**src/rtl/setclr_regbank.sv**
```systemverilog
module setclr_regbank #(
  parameter logic [7:0] VERSION       = 8'h07,
  parameter logic [3:0] PCB_REV       = 4'h3,
  parameter logic       REDUCED_SPACE = 1'b1
) (
  input  logic       clk,
  input  logic       rst_n,
  input  logic       bus_wr,
  input  logic [4:1] bus_addr,
  input  logic [7:0] bus_wdata,
  output logic [7:0] bus_rdata,
  input  logic [7:0] pin_in,
  input  logic [7:0] addr_pin_in,
  output logic [3:0] periph_rst,
  output logic       uart_to_conn,
  output logic       uart_to_bt,
  output logic       cf_mode,
  output logic [2:0] pwm_route,
  output logic       pcm_route,
  output logic [7:0] hib_ctrl,
  output logic [6:0] pwm_match,
  output logic [7:0] pin_oe,
  output logic [7:0] pin_level,
  output logic       ttl_oe,
  output logic [7:0] ttl_out
);
  localparam logic [2:0] SEL_CTRL = 3'd0, SEL_FEAT = 3'd1, SEL_HIB = 3'd2, SEL_PWM = 3'd3,
                         SEL_DIR  = 3'd4, SEL_LVL  = 3'd5, SEL_TTL = 3'd6;

  logic [2:0] sel;
  logic       clr;
  logic [7:0] ctrl_q, feat_q, hib_q, dir_q, lvl_q, ttl_q;
  logic [6:0] pwm_q;

  assign sel = bus_addr[4:2];
  assign clr = bus_addr[1];

  function automatic logic [7:0] apply(input logic [7:0] cur, input logic [7:0] mask, input logic c);
    return c ? (cur & ~mask) : (cur | mask);
  endfunction

  always_ff @(posedge clk or negedge rst_n) begin
    if (!rst_n) begin
      ctrl_q <= '0; feat_q <= '0; hib_q <= '0; pwm_q <= '0;
      dir_q  <= '0; lvl_q  <= '0; ttl_q <= '0;
    end else if (bus_wr) begin
      case (sel)
        SEL_CTRL: ctrl_q <= apply(ctrl_q, bus_wdata, clr);
        SEL_FEAT: feat_q <= apply(feat_q, bus_wdata, clr);
        SEL_HIB:  hib_q  <= apply(hib_q, bus_wdata, clr);
        SEL_PWM:  pwm_q  <= bus_wdata[6:0];
        SEL_DIR:  dir_q  <= apply(dir_q, bus_wdata, clr);
        SEL_LVL:  lvl_q  <= apply(lvl_q, bus_wdata, clr);
        SEL_TTL:  ttl_q  <= apply(ttl_q, bus_wdata, clr);
        default: ;
      endcase
    end
  end

  assign periph_rst   = ctrl_q[5:2];
  assign cf_mode      = feat_q[2];
  assign uart_to_conn = feat_q[0] & ~feat_q[2];
  assign uart_to_bt   = feat_q[1] & ~feat_q[2];
  assign ttl_oe       = feat_q[3];
  assign pwm_route    = feat_q[6:4];
  assign pcm_route    = feat_q[7];
  assign hib_ctrl     = hib_q;
  assign pwm_match    = pwm_q;
  assign pin_oe       = dir_q;
  assign pin_level    = lvl_q;
  assign ttl_out      = feat_q[3] ? ttl_q : 8'h00;

  always_comb begin
    case (sel)
      SEL_CTRL: bus_rdata = VERSION;
      SEL_FEAT: bus_rdata = {PCB_REV, 3'b000, REDUCED_SPACE};
      SEL_DIR:  bus_rdata = pin_in;
      SEL_TTL:  bus_rdata = feat_q[3] ? addr_pin_in : 8'h00;
      default:  bus_rdata = 8'h00;
    endcase
  end

  assert_reset_clear_R1: assert property (@(posedge clk)
    !rst_n |=> (ctrl_q == 0 && feat_q == 0 && hib_q == 0 && pwm_q == 0 &&
                dir_q == 0 && lvl_q == 0 && ttl_q == 0));

  assert_set_bits_R2: assert property (@(posedge clk) disable iff (!rst_n)
    bus_wr && sel == SEL_HIB && !clr |=>
      ((hib_q & $past(bus_wdata)) == $past(bus_wdata)) && (($past(hib_q) & ~hib_q) == 0));

  assert_clear_bits_R3: assert property (@(posedge clk) disable iff (!rst_n)
    bus_wr && sel == SEL_HIB && clr |=>
      ((hib_q & $past(bus_wdata)) == 0) && ((hib_q & ~$past(hib_q)) == 0));

  assert_pwm_load_R4: assert property (@(posedge clk) disable iff (!rst_n)
    bus_wr && sel == SEL_PWM |=> pwm_match == $past(bus_wdata[6:0]));

  assert_uart_off_in_cf_R10: assert property (@(posedge clk) disable iff (!rst_n)
    cf_mode |-> !uart_to_conn && !uart_to_bt);

  assert_hold_no_write_R11: assert property (@(posedge clk) disable iff (!rst_n)
    !bus_wr |=> $stable({ctrl_q, feat_q, hib_q, pwm_q, dir_q, lvl_q, ttl_q}));
endmodule

```
**config.mk**
```make
export PLATFORM = sky130hd
export DESIGN_NAME = setclr_regbank
export DESIGN_NICKNAME = d
export VERILOG_FILES = /design/src/rtl/setclr_regbank.sv
export SDC_FILE = /design/constraint.sdc
export NUM_CORES = 1
export LEC_CHECK = 0
export BUFFER_PORTS_ARGS = -buffer_cell sky130_fd_sc_hd__clkbuf_2
export CAP_MARGIN = 10
export CORE_MARGIN = 4
export CORE_UTILIZATION = 40
export CTS_BUF_LIST = sky130_fd_sc_hd__clkbuf_16
export CTS_CLUSTER_DIAMETER = 120
export CTS_CLUSTER_SIZE = 20
export DETAILED_ROUTE_END_ITERATION = 12
export GPL_TIMING_DRIVEN = 0
export PLACE_DENSITY = 0.66
export SYNTH_ARGS = -nofsm -noshare
export SYNTH_HDL_FRONTEND = slang
export SYNTH_SLANG_ARGS = --single-unit
```
**constraint.sdc**
```tcl
create_clock -name clk -period 1.1 [get_ports clk]
set_input_delay 0.055 -clock clk [delete_from_list [all_inputs] [get_ports clk]]
set_output_delay 0.055 -clock clk [all_outputs]
set_load 0.005 [all_outputs]
```
==> results.md, run 1 <==
- Status: finished with violations
- Failing checks: setup timing
- Final Hold Viols: 0
- Full die area: slightly below 8000 sq um
- Vias in the first global route: roughly 2100
- Initial core utilization: 42.4%
- Crit Path Category: reg -> out
- Final GP Congestion: between 0.7 and 0.8
- Switching share of power: 27.9%
- Grt total ovfl: 0
- Area after DPL: 3100 sq um
- Clk Latency, worst-skew pair: 280 ps
- CTS sink cnt: 51
- Port bufs: 84
- Max Freq: 784 MHz
- Clk pwr share: 29.6%
- NumNets Final: 378
- Tightest Pin Transition: 542 ps
- Sequential share of power: 44.0%
- CTS HTree Levels: 2
- Syn Inst Count: 251
- Final antenna-violating net count: 0
- Synth cell types: 27
- Die H: 88.1 um
- WL final: 6.39 mm
- Cell row count: 28
- Core area: just over 6000 sq um
- DRC Markers: 0
- Hold WS: around 85 ps
- Layout area overhead: 31.6%
- Final HPWL DP: 4.54 mm
- Largest net degree at the start of global routing: 33
- CP arrival: 1220 ps
- Most frequent cells in the layout: clkbuf_2 (82), dfrtp_1 (50), nand2_1 (38), inv_1 (38), mux2i_1 (36)
- Hold WC Path Type: in -> reg
- Crit share post-route: 116%
- Register-to-register setup slack: 180 ps
- Layout cells sized above 1: 39.1%
- Synth area leader: dfrtp_1
- Number of diodes: 0
- Max cap viols: 0
- Synthesized area per cell: 10.2 sq um
- DRT Pass-1 Iters: 4
- Initial drt markers: 75
- Synth top area cells: dfrtp_1 (50%), mux2i_1 (14%), inv_1 (5.6%)
- Ys Warns: 0
- Switching pwr: 1.61 mW
- Ports: 90
- Clock buffer count from CTS: 5
- Die Wd: 88.1 um
- Critical Path RT: 1040 ps
- CP Capture Type: primary output
- CP endpoint: bus_rdata[4]
- Setup crit start kind: flip-flop
- Rel. slew slack: approximately 64%
- CP Max Fanout: 4
- Syn_nets: between 200 and 300
- Combinational share of power: between 20% and 30%
- # setup viols final: 16
- Tmin final: 1270 ps
- Seq/Total Area, Yosys: 49.7%
- Most common cell after layout, fill and taps aside: clkbuf_2
- Wire length per cell: around 15 um
- Via density: 4.80
- CTS clock-pin slew for the worst setup and hold paths: ~70 ps
- Number of synthesized register bits: 51
- Max VDD drop: 1.18 mV
- Total leakage power: 1.94 nW
- Pint: ~4.2 mW
- Vias: 2029
- Cell Pwr Density: 1710 nW/um^2
- Aggregate global-route resource usage: between 10% and 20%
- Clock Tree Buf Depth: 2
- First-pass GRT wire length: 10.2 mm
- RSZ-0062 raised after global routing: yes
- CTS tree: done
- Root Driver: clkbuf_16
- Final Cell Area: 3380 sq um
- FF-to-FF path depth: 3
- Worst Skew: 0 ps
- Antenna violations before repair: 0
- Share of the synthesized area in the top cell type: 49.7%
- Setup ws final: -175 ps
- Post-Syn Area: 2570 sq um
- Slew Viols, Final: 0
worst min path at each step:
stage                 start                          to  slack (ps)  cells past startpoint
5_1_grt        bus_wdata[2]                   flip-flop         110                      2
3_5_place_dp          rst_n  asynchronous set/reset pin          60                      1
6_report       bus_wdata[7]                   flip-flop          90                      3
3_3_place_gp   bus_wdata[7]                   flip-flop         380                      3
4_1_cts        bus_wdata[7]                   flip-flop          80                      3
2_1_floorplan         rst_n  asynchronous set/reset pin        -240                      0
metal layers:
| layer | part of all wire [%] | vias to the layer above | wire length, um | GRT usage (%) |
|---|---|---|---|---|
| met5 | 0 | - | 0 | 0 |
| met4 | 0.33 | 0 | 21 | 3.30 |
| met2 | 47 | 62 | 3020 | 27.9 |
| met3 | 7.6 | 2 | 485 | 4.80 |
| li1 | - | 995 | - | - |
| met1 | 45 | 970 | 2860 | 22.4 |
cell usage after synthesis:
cell	number
dfrtp_1	51
buf_6	2
and3_1	1
and4bb_2	1
a21oi_2	3
buf_2	4
and2_1	8
a21o_1	2
mux2i_1	36
a21oi_1	11
nand2b_1	5
nand2_1	38
buf_12	1
nand3_1	3
nor2b_1	3
mux2_1	1
nand4b_4	1
buf_4	9
nor4b_4	1
o22ai_1	3
and4b_1	2
clkbuf_1	7
nor2_1	2
inv_1	38
mux2_2	6
and4bb_1	2
a31oi_1	10
logic make-up (layout without fill, tap and decap cells):
family	after synthesis	in the layout	synth area share, %
simple gates	67	67	14.7
buf+inv	61	158	11.6
flops	51	51	49.7
mux	43	43	17.1
compound gates	29	29	6.92
metrics by stage:
stage | total power [mW] | cells | util (%) | setup slack, ps | setup TNS [ps]
after detailed placement | 4.02 | 411 | 51.2 | -164 | -961
after global placement | 3.96 | 410 | 50.9 | -155 | -6510
after CTS | 5.84 | 422 | 54.8 | -177 | -1970
final | 5.79 | 423 | 55.8 | -175 | -1890
after floorplan | 3.26 | 251 | - | 152 | 0
after global routing | 6.18 | 423 | 55.8 | -231 | -2730
critical path, cell delays in order, from the launching register on:
cell	delay (ps)
dfrtp_2	430
buf_6	140
a31oi_1	160
o22ai_1	80
clkbuf_2	130
layout make-up:
| class | count | area [sq um] |
|---|---|---|
| Sequential cell | 51 | 1280 |
| Inverter | 38 | 143 |
| Fill cell | 567 | 2680 |
| Tap cell | 75 | 93.8 |
| Clock inverter | 3 | 38.8 |
| Multi-Input combinational cell | 139 | 1060 |
| Buffer | 23 | 166 |
| Timing Repair Buffer | 89 | 477 |
| Clock buffer | 5 | 125 |
what timing repair did:
action	4_1_cts	5_1_grt
pin swaps	10	2
gates resized for setup	9	10
buffers inserted	2	1
endpoints found under the hold margin	19	0
endpoints found under the setup margin	17	16
hold buffers	1	0
power groups by stage:
| stage | clock network [mW] | logic [mW] | registers (mW) |
|---|---|---|---|
| floorplan | 0 | 0.677 | 2.58 |
| global placement | 0 | 1.39 | 2.57 |
| detailed placement | 0 | 1.44 | 2.59 |
| CTS | 1.76 | 1.52 | 2.56 |
| global route | 1.83 | 1.73 | 2.61 |
| finish | 1.71 | 1.53 | 2.55 |
Power figures use the tool's default switching activity.
==> inputs of run 2 (changes only) <==
--- a/config.mk
+++ b/config.mk
@@ -8,13 +8,13 @@
 export BUFFER_PORTS_ARGS = -buffer_cell sky130_fd_sc_hd__clkbuf_2
 export CAP_MARGIN = 10
 export CORE_MARGIN = 4
-export CORE_UTILIZATION = 40
+export CORE_UTILIZATION = 50
 export CTS_BUF_LIST = sky130_fd_sc_hd__clkbuf_16
 export CTS_CLUSTER_DIAMETER = 120
 export CTS_CLUSTER_SIZE = 20
 export DETAILED_ROUTE_END_ITERATION = 12
 export GPL_TIMING_DRIVEN = 0
-export PLACE_DENSITY = 0.66
+export PLACE_DENSITY = 0.8
 export SYNTH_ARGS = -nofsm -noshare
 export SYNTH_HDL_FRONTEND = slang
 export SYNTH_SLANG_ARGS = --single-unit
==> results.md, run 2 (synthesized netlist as in run 1, its figures left out) <==
- Status: finished with violations
- Vias: 2033
- Tmin final: 1270 ps
- Hold WS: 90.2 ps
- NumNets Final: 376
- Setup crit start kind: flip-flop
- Max stage delay cell, worst path: dfrtp_2
- # setup viols final: 16
- Total leakage power: 1.92 nW
- Hold path cells: 3
- CTS sink cnt: 51
- Hold WC Path Type: in -> reg
- DRC Markers: 0
- Via density: 4.92
- Cells after DPL: between 400 and 500
- DRT Pass-1 Iters: 4
- Root Driver: clkbuf_16
- CP Max Fanout: 4
- Rel. slew slack: 56.7%
- Tightest Pin Transition: 649 ps
- First-pass GRT wire length: 9.95 mm
- Crit share post-route: 116%
- Non-Filler Instances: 413
- CP Capture Type: primary output
- Grt total ovfl: 0
- Aggregate global-route resource usage: 20.5%
- Max cap viols: 0
- Cell row count: 25
- Largest net degree at the start of global routing: 29
- Register-to-register setup slack: between 150 and 200 ps
- Most frequent cells in the layout: clkbuf_2 (80), dfrtp_1 (50), inv_1 (38)
- Vias in the first global route: 1948
- Fin util: between 60% and 70%
- Layout cells sized above 1: 37.6%
- WL final: about 6 mm
- Clock Tree Buf Depth: 2
- Die H: roughly 80 um
- Wire length per cell: 14.8 um
- CP delay by family, top: flip-flops
- Clk Latency, worst-skew pair: 280 ps
- Failing checks: setup timing
- FF-to-FF path depth: 3
- Hold Startpoint: bus_wdata[7]
- Cell Pwr Density: approximately 1700 nW/um^2
- CTS clock-pin slew for the worst setup and hold paths: roughly 70 ps
- Number of diodes: 0
- Port bufs: 84
- CP Buf/Inv Count: 1
- Max VDD drop: 0.995 mV
- Final antenna-violating net count: 0
- CTS HTree Levels: 2
- CP arrival: roughly 1200 ps
- Core area: 4850 sq um
- Setup ws final: -172 ps
- RSZ-0062 raised after global routing: yes
- Crit Path Category: reg -> out
- Clock buffer count from CTS: 5
- Die Wd: 79.7 um
- Slew Viols, Final: 0
- Area after DPL: 3100 sq um
- Final GP Congestion: 0.824
- Post-place setup slack: -85.7 ps
- Max Freq: about 790 MHz
- Full die area: about 6300 sq um
- Final setup TNS: -1780 ps
- Final Hold Viols: 0
- Initial core utilization: 53.0%
- Worst Skew: 0 ps
- Final HPWL DP: around 4.4 mm
- Total Power: approximately 5.5 mW
- Final Cell Area: 3300 sq um
- Slowest stage delay, CP: 410 ps
- Initial drt markers: 131
- Critical Path RT: 1040 ps
- Antenna violations before repair: 0
- CTS tree: done
- Most common cell after layout, fill and taps aside: clkbuf_2
- Layout area overhead: 28.5%
- Ports: 90
- CP cell instances: and3_4 > nand2_2 > a21oi_2 > buf_2
-- run 2: cell count changes in the layout (fill, tap and decap cells not counted), moves of 2 or more --
| cell | previous run | this run |
|---|---|---|
| o22ai_1 | 1 | 3 |
| buf_2 | 6 | 8 |
| o22ai_2 | 2 | 0 |
| clkbuf_2 | 82 | 80 |
| a21oi_1 | 7 | 9 |
| buf_4 | 11 | 9 |
-- run 2: final cells by class --
cell class	count	area, sq um
buffer	23	166
clock buffer	5	125
clock inverter	3	18.8
fill	407	1550
inverter	38	143
multi-input combinational	139	1020
sequential	51	1280
tap	67	83.8
timing repair buffer	87	469
-- run 2: routing by layer --
| metal | share of wire [%] | track usage [%] | routed length (um) | vias to the layer above |
|---|---|---|---|---|
| met5 | 0 | 0 | 0 | - |
| met4 | 0.51 | 4.12 | 31 | 0 |
| met3 | 6.4 | 4.74 | 393 | 4 |
| met2 | 49 | 33.4 | 2990 | 63 |
| met1 | 44 | 27.9 | 2690 | 967 |
| li1 | - | - | - | 999 |
-- run 2: tightest hold or removal path, delay by kind of cell --
kind | cells | cell delay (ps)
buffers and inverters | 1 | 130
and+or+nand+nor | 1 | 80
muxes | 1 | 70
-- run 2: what timing repair did --
item | 4_1_cts | 5_1_grt
setup endpoints to repair | 16 | 18
pin swaps | 11 | 2
hold buffers | 1 | 0
setup buffers | 1 | 0
endpoints found under the hold margin | 27 | 0
gates resized for setup | 10 | 5
-- run 2: worst max path at each step --
stage	start	to	cells after the start
after floorplan	flip-flop	bus_rdata[6]	3
after global placement	rst_n	asynchronous set/reset pin	1
after detailed placement	flip-flop	bus_rdata[6]	4
after CTS	flip-flop	bus_rdata[5]	4
after global routing	flip-flop	bus_rdata[5]	4
final	flip-flop	bus_rdata[1]	4
-- run 2: power breakdown --
| group | switching [mW] | internal [mW] | leakage (nW) |
|---|---|---|---|
| registers | 0.256 | 2.31 | 0.571 |
| clock network | 0.666 | 0.843 | 0.0740 |
| logic | 0.693 | 0.768 | 1.27 |
